`config.mk`:
```
export PLATFORM = sky130hd
export DESIGN_NAME = mgp_port
export DESIGN_NICKNAME = d
export VERILOG_FILES = /design/src/rtl/mgp_pkg.sv /design/src/rtl/mgp_sync.sv /design/src/rtl/mgp_regs.sv /design/src/rtl/mgp_pin_mux.sv /design/src/rtl/mgp_port.sv
export SDC_FILE = /design/constraint.sdc
export NUM_CORES = 1
export LEC_CHECK = 0
export CORE_UTILIZATION = 25
export DETAILED_ROUTE_END_ITERATION = 12
export GPL_TIMING_DRIVEN = 0
export PLACE_DENSITY_LB_ADDON = 0.3
export SYNTH_ARGS = -nofsm -noshare
export SYNTH_HDL_FRONTEND = slang
export SYNTH_SLANG_ARGS = --single-unit
```
`constraint.sdc`:
```
create_clock -name clk -period 3.56 [get_ports clk]
set_clock_uncertainty 0.15 [all_clocks]
set_input_delay 0.712 -clock clk [delete_from_list [all_inputs] [get_ports clk]]
set_output_delay 0.712 -clock clk [all_outputs]
set_load 0.01 [all_outputs]
```
`src/rtl/mgp_pkg.sv`:
```
package mgp_pkg;
  localparam int ADDR_W = 2;

  localparam logic [ADDR_W-1:0] ADDR_OUTVAL = 2'd0;
  localparam logic [ADDR_W-1:0] ADDR_DIR    = 2'd1;
  localparam logic [ADDR_W-1:0] ADDR_PADS   = 2'd2;

  typedef enum logic [1:0] {
    OWN_GPIO   = 2'd0,
    OWN_TIMER  = 2'd1,
    OWN_CAN_TX = 2'd2,
    OWN_CAN_RX = 2'd3
  } pin_owner_e;
endpackage

```
`src/rtl/mgp_sync.sv`:
```
module mgp_sync #(
  parameter int WIDTH = 8
) (
  input  logic             clk,
  input  logic [WIDTH-1:0] d_i,
  output logic [WIDTH-1:0] q_o
);
  // Deliberately reset-free: pad levels are observable during reset.
  logic [WIDTH-1:0] meta_q;
  logic [WIDTH-1:0] stab_q;
  logic [WIDTH-1:0] meta_d;
  logic [WIDTH-1:0] stab_d;

  always_comb begin
    meta_d = d_i;
    stab_d = meta_q;
  end

  always_ff @(posedge clk) begin
    meta_q <= meta_d;
    stab_q <= stab_d;
  end

  assign q_o = stab_q;
endmodule

```
`src/rtl/mgp_regs.sv`:
```
module mgp_regs
  import mgp_pkg::*;
#(
  parameter int WIDTH = 8
) (
  input  logic              clk,
  input  logic              rst_n,
  input  logic              bus_sel,
  input  logic              bus_wr,
  input  logic [ADDR_W-1:0] bus_addr,
  input  logic [WIDTH-1:0]  bus_wdata,
  input  logic [WIDTH-1:0]  pads_sync,
  output logic [WIDTH-1:0]  outval_q,
  output logic [WIDTH-1:0]  dir_q,
  output logic [WIDTH-1:0]  bus_rdata
);
  logic             wr_any;
  logic             outval_en;
  logic             dir_en;
  logic [WIDTH-1:0] outval_d;
  logic [WIDTH-1:0] dir_d;

  always_comb begin
    wr_any    = bus_sel & bus_wr;
    outval_en = wr_any & (bus_addr == ADDR_OUTVAL);
    dir_en    = wr_any & (bus_addr == ADDR_DIR);
    outval_d  = bus_wdata;
    dir_d     = bus_wdata;
  end

  always_ff @(posedge clk or negedge rst_n) begin
    if (!rst_n) begin
      outval_q <= '0;
      dir_q    <= '0;
    end else begin
      if (outval_en) outval_q <= outval_d;
      if (dir_en)    dir_q    <= dir_d;
    end
  end

  always_comb begin
    unique case (bus_addr)
      ADDR_OUTVAL: bus_rdata = (outval_q & dir_q) | (pads_sync & ~dir_q);
      ADDR_DIR:    bus_rdata = dir_q;
      ADDR_PADS:   bus_rdata = pads_sync;
      default:     bus_rdata = '0;
    endcase
  end

  // a write to the output-value address lands on the next edge
  p_outval_write_r2: assert property (@(posedge clk) disable iff (!rst_n)
    (bus_sel && bus_wr && bus_addr == ADDR_OUTVAL) |=> (outval_q == $past(bus_wdata)));

  // the pad-level address is read-only
  p_pads_read_only_r8: assert property (@(posedge clk) disable iff (!rst_n)
    (bus_sel && bus_wr && bus_addr == ADDR_PADS) |=> ($stable(outval_q) && $stable(dir_q)));
endmodule

```
`src/rtl/mgp_pin_mux.sv`:
```
module mgp_pin_mux
  import mgp_pkg::*;
#(
  parameter bit IS_CAN_TX = 1'b0,
  parameter bit IS_CAN_RX = 1'b0
) (
  input  logic can_en,
  input  logic can_tx_data,
  input  logic oc_en,
  input  logic oc_val,
  input  logic dir_bit,
  input  logic outval_bit,
  output logic pad_out,
  output logic pad_oe
);
  pin_owner_e owner;

  // Fixed precedence: CAN, then timer output compare, then register.
  always_comb begin
    if (can_en && IS_CAN_TX)      owner = OWN_CAN_TX;
    else if (can_en && IS_CAN_RX) owner = OWN_CAN_RX;
    else if (oc_en)               owner = OWN_TIMER;
    else                          owner = OWN_GPIO;
  end

  always_comb begin
    unique case (owner)
      OWN_CAN_TX: begin pad_out = can_tx_data; pad_oe = 1'b1;    end
      OWN_CAN_RX: begin pad_out = 1'b0;        pad_oe = 1'b0;    end
      OWN_TIMER:  begin pad_out = oc_val;      pad_oe = 1'b1;    end
      default:    begin pad_out = outval_bit;  pad_oe = dir_bit; end
    endcase
  end
endmodule

```
`src/rtl/mgp_port.sv`:
```
module mgp_port
  import mgp_pkg::*;
#(
  parameter int WIDTH      = 8,
  parameter int CAN_TX_PIN = 1,
  parameter int CAN_RX_PIN = 0
) (
  input  logic              clk,
  input  logic              rst_n,
  input  logic              bus_sel,
  input  logic              bus_wr,
  input  logic [ADDR_W-1:0] bus_addr,
  input  logic [WIDTH-1:0]  bus_wdata,
  output logic [WIDTH-1:0]  bus_rdata,
  input  logic [WIDTH-1:0]  pad_in,
  output logic [WIDTH-1:0]  pad_out,
  output logic [WIDTH-1:0]  pad_oe,
  input  logic [WIDTH-1:0]  tmr_oc_en,
  input  logic [WIDTH-1:0]  tmr_oc_val,
  input  logic [WIDTH-1:0]  tmr_ic_en,
  output logic [WIDTH-1:0]  tmr_cap_in,
  input  logic              can_en,
  input  logic              can_tx_data,
  output logic              can_rx_data,
  output logic [WIDTH-1:0]  cfg_warn
);
  logic [WIDTH-1:0] pads_sync;
  logic [WIDTH-1:0] outval_q;
  logic [WIDTH-1:0] dir_q;

  mgp_sync #(.WIDTH(WIDTH)) u_sync (
    .clk (clk),
    .d_i (pad_in),
    .q_o (pads_sync)
  );

  mgp_regs #(.WIDTH(WIDTH)) u_regs (
    .clk       (clk),
    .rst_n     (rst_n),
    .bus_sel   (bus_sel),
    .bus_wr    (bus_wr),
    .bus_addr  (bus_addr),
    .bus_wdata (bus_wdata),
    .pads_sync (pads_sync),
    .outval_q  (outval_q),
    .dir_q     (dir_q),
    .bus_rdata (bus_rdata)
  );

  for (genvar i = 0; i < WIDTH; i++) begin : g_pin
    localparam bit IS_TX = (i == CAN_TX_PIN);
    localparam bit IS_RX = (i == CAN_RX_PIN);

    mgp_pin_mux #(.IS_CAN_TX(IS_TX), .IS_CAN_RX(IS_RX)) u_mux (
      .can_en      (can_en),
      .can_tx_data (can_tx_data),
      .oc_en       (tmr_oc_en[i]),
      .oc_val      (tmr_oc_val[i]),
      .dir_bit     (dir_q[i]),
      .outval_bit  (outval_q[i]),
      .pad_out     (pad_out[i]),
      .pad_oe      (pad_oe[i])
    );

    // timer output compare beats the register on pins CAN does not hold
    p_timer_drives_r6: assert property (@(posedge clk) disable iff (!rst_n)
      (tmr_oc_en[i] && !(can_en && (IS_TX || IS_RX)))
        |-> (pad_oe[i] && pad_out[i] == tmr_oc_val[i]));

    // an unclaimed pin follows the two registers
    p_gpio_follows_r2: assert property (@(posedge clk) disable iff (!rst_n)
      (!tmr_oc_en[i] && !(can_en && (IS_TX || IS_RX)))
        |-> (pad_oe[i] == dir_q[i] && pad_out[i] == outval_q[i]));
  end

  always_comb begin
    tmr_cap_in  = pads_sync;
    can_rx_data = can_en ? pads_sync[CAN_RX_PIN] : 1'b1;
    cfg_warn    = tmr_ic_en & dir_q;
  end

  // the CAN transmit pin is driven by the controller
  p_can_tx_owns_r4: assert property (@(posedge clk) disable iff (!rst_n)
    can_en |-> (pad_oe[CAN_TX_PIN] && pad_out[CAN_TX_PIN] == can_tx_data));

  // the CAN receive pin never drives
  p_can_rx_hiz_r5: assert property (@(posedge clk) disable iff (!rst_n)
    can_en |-> (!pad_oe[CAN_RX_PIN] && !pad_out[CAN_RX_PIN]));

  // pad levels arrive at the capture path two edges late
  p_sync_latency_r7: assert property (@(posedge clk) disable iff (!rst_n)
    tmr_cap_in == $past(pad_in, 2));
endmodule

```
==> impl_metrics.env <==
export IMPL_power_internal_uw=920
export IMPL_use_met1_pct=13.8
export IMPL_p_per_area_nw_per_um2=452
export IMPL_drc_errors=0
export IMPL_multiInputGateArea_um2=707
export IMPL_portBuffers=87
export IMPL_via_count=1209
export IMPL_hp_class="reg -> reg"
export IMPL_start_util_pct=26.3
export IMPL_ys_top_cells_by_area="dfrtp_1, dfxtp_1, mux2_4, buf_4, mux2i_1"
export IMPL_post_cts_buffers=0
export IMPL_syn_inst=130
export IMPL_layout_drive_gt1_share_pct=24.9
export IMPL_synth_top_area_share_pct=25.4
export IMPL_clock_path_buffers=2
export IMPL_slew_violations=0
export IMPL_p_comb_share_pct=30.9
export IMPL_first_pass_iters=4
export IMPL_power_total_mw=1.20
export IMPL_nFillCells=584
export IMPL_finalCritPeriodShare_pct=93.0
export IMPL_gp_congestion=0.622
export IMPL_syn_area_um2=1570
export IMPL_path_cells="clkdlybuf4s50_1, nand2b_1, mux2i_1, clkdlybuf4s50_1"
export IMPL_coreArea_um2=5990
export IMPL_grt_pass1_vias=1217
export IMPL_maxCapViolations=0
export IMPL_nNetsFinal=272
export IMPL_synth_cell_types=18
export IMPL_postCtsHoldBufs=0
export IMPL_register_area_um2=721
export IMPL_avgSynthCellArea_um2=12.1
export IMPL_chipWidth_um=81.3
export IMPL_rows=28
export IMPL_period_needed_ps=3310
export IMPL_switchingPower_uw=283
export IMPL_gr_usage_met3_pct=5.96
export IMPL_clkTransAtPathRegs_ps=70
export IMPL_status="completed"
export IMPL_routedWlPerCell_um=12.3
export IMPL_tns_ps=0
export IMPL_syn_num_nets=178
export IMPL_clkPwrFrac_pct=31.6
export IMPL_ant_nets=0
export IMPL_top_usage_layer="met2"
export IMPL_critPathBufInv=2
export IMPL_slowest_delay_ps=800
export IMPL_grt_setup_unrepaired="false"
export IMPL_p_leak_nw=1.15
export IMPL_crit_path_max_fanout=10
export IMPL_hold_viol_final=0
export IMPL_via_per_inst=4.03
export IMPL_antenna_cells=0
export IMPL_startpoint_type="primary input"
export IMPL_grt_total_usage_pct=12.4
export IMPL_cts_resized=0
export IMPL_clkSinkCount=32
export IMPL_cts_max_level=2
export IMPL_grt_max_degree=17
export IMPL_yosysSeqAreaShare_pct=45.8
export IMPL_arrival_ps=2450
export IMPL_crit_family="buffers and inverters"
export IMPL_root_buffer="clkbuf_8"
export IMPL_worst_slew_pin_slew_ps=753
export IMPL_cp_slowest_cell="clkdlybuf4s50_1"
export IMPL_cp_end_kind="output port"
export IMPL_crit_required_ps=2700
export IMPL_seqPwrFrac_pct=37.5
export IMPL_boundaryPins=89
export IMPL_final_common_cell="clkdlybuf4s50_1"
export IMPL_path_common_cell="clkdlybuf4s50_1"
export IMPL_use_met2_pct=19.7
export IMPL_wirelength_um=3680
export IMPL_finalSetupViolations=0
export IMPL_die_y_um=81.3
export IMPL_synth_largest_area_cell="dfrtp_1"
export IMPL_syn2layout_area_growth_pct=69.3
export IMPL_yosys_warnings=0
export IMPL_antenna_found_initial=0
export IMPL_cts_tree="built"
export IMPL_gr_total_overflow=0
export IMPL_grt_pass1_wl_um=5830
export IMPL_drt_iter0_drc=24
export IMPL_ir_drop_mv=0.226
export IMPL_relSlewSlack_pct=49.6
export IMPL_final_cell_mix="clkdlybuf4s50_1, mux2_4, buf_4, dfrtp_1, dfxtp_1"
export IMPL_cts_buffers=5
export IMPL_die_area_um2=6620
export IMPL_ys_ff_latch=32
export IMPL_switching_share_pct=23.5
export IMPL_clk_insertion_delay_late_ps=280
export IMPL_critPathKind="in -> out"
export IMPL_fmax_mhz=302
## worst paths after layout
check	startpoint	to	slack (ps)	cells past startpoint
max	bus_addr[1]	bus_rdata[6]	250	4
min	u_sync.meta_q[3]$_DFF_P_	u_sync.q_o[3]$_DFF_P_	170	0
max reg2reg	u_regs.outval_q[7]$_DFFE_PN0P_	u_regs.outval_q[7]$_DFFE_PN0P_	2610	1
min reg2reg	u_sync.meta_q[3]$_DFF_P_	u_sync.q_o[3]$_DFF_P_	170	0
max in group asynchronous	rst_n	u_regs.dir_q[3]$_DFFE_PN0P_	2060	1
min in group asynchronous	rst_n	u_regs.outval_q[2]$_DFFE_PN0P_	720	1
## registers in the layout (all words and copies together) (netlist names)
name,count
u_regs.dir_q,8
u_sync.q_o,8
u_regs.outval_q,8
u_sync.meta_q,8
## through the flow
step                      instances  cell area (um2)  utilization, %  hold slack, ps  setup WS [ps]
after floorplan                 130             1570               -             160           1320
after global placement          292             2540            42.4             160            222
after detailed placement        292             2540            42.4             162            211
after CTS                       300             2670            44.5             178            219
after global routing            300             2670            44.5             186            157
final                           300             2670            44.5             174            250
## synthesized netlist by cell type
library cell and number:
buf_4 16, dfrtp_1 16, dfxtp_1 16, mux2_4 16, nor2_1 11, mux2i_1 10, nand2b_1 10, and2_1 8
nor2b_1 7, mux2_2 6, or2_2 6, buf_6 2, clkbuf_1 1, nand2_1 1, nand4b_4 1, nor4bb_4 1
o21ai_0 1, or3_1 1
## logic make-up (layout without fill, tap and decap cells)
group / count (synthesis) / after routing / share of synthesized area (%)
AO/OA/AOI/OAI: 1 / 1 / 0.318
AND/OR/NAND/NOR: 46 / 46 / 18.7
flip-flops: 32 / 32 / 45.8
buffers and inverters: 19 / 114 / 9.30
multiplexers: 32 / 32 / 25.9
## power by group through the flow
stage                     Sequential, mW  Combinational [mW]  Clock, mW
after detailed placement           0.460               0.376          0
after global placement             0.461               0.370          0
final                              0.451               0.372      0.380
after floorplan                    0.446               0.195          0
after CTS                          0.453               0.378      0.389
after global routing               0.461               0.400      0.411
## per-layer routing
metal / part of all wire (%) / wire [um] / vias up
li1: - / - / 600
met1: 41 / 1500 / 553
met2: 48 / 1790 / 51
met3: 9.1 / 335 / 5
met4: 1.5 / 57 / 0
met5: 0 / 0 / -
## layout make-up
cell class,instances,area share (%)
tap,75,3.52
buffer,19,5.49
clock inverter,1,1.13
sequential,32,27.0
multi-input combinational,79,26.5
timing repair buffer,87,32.7
clock buffer,7,3.62
(Power assumes the default switching activity.)
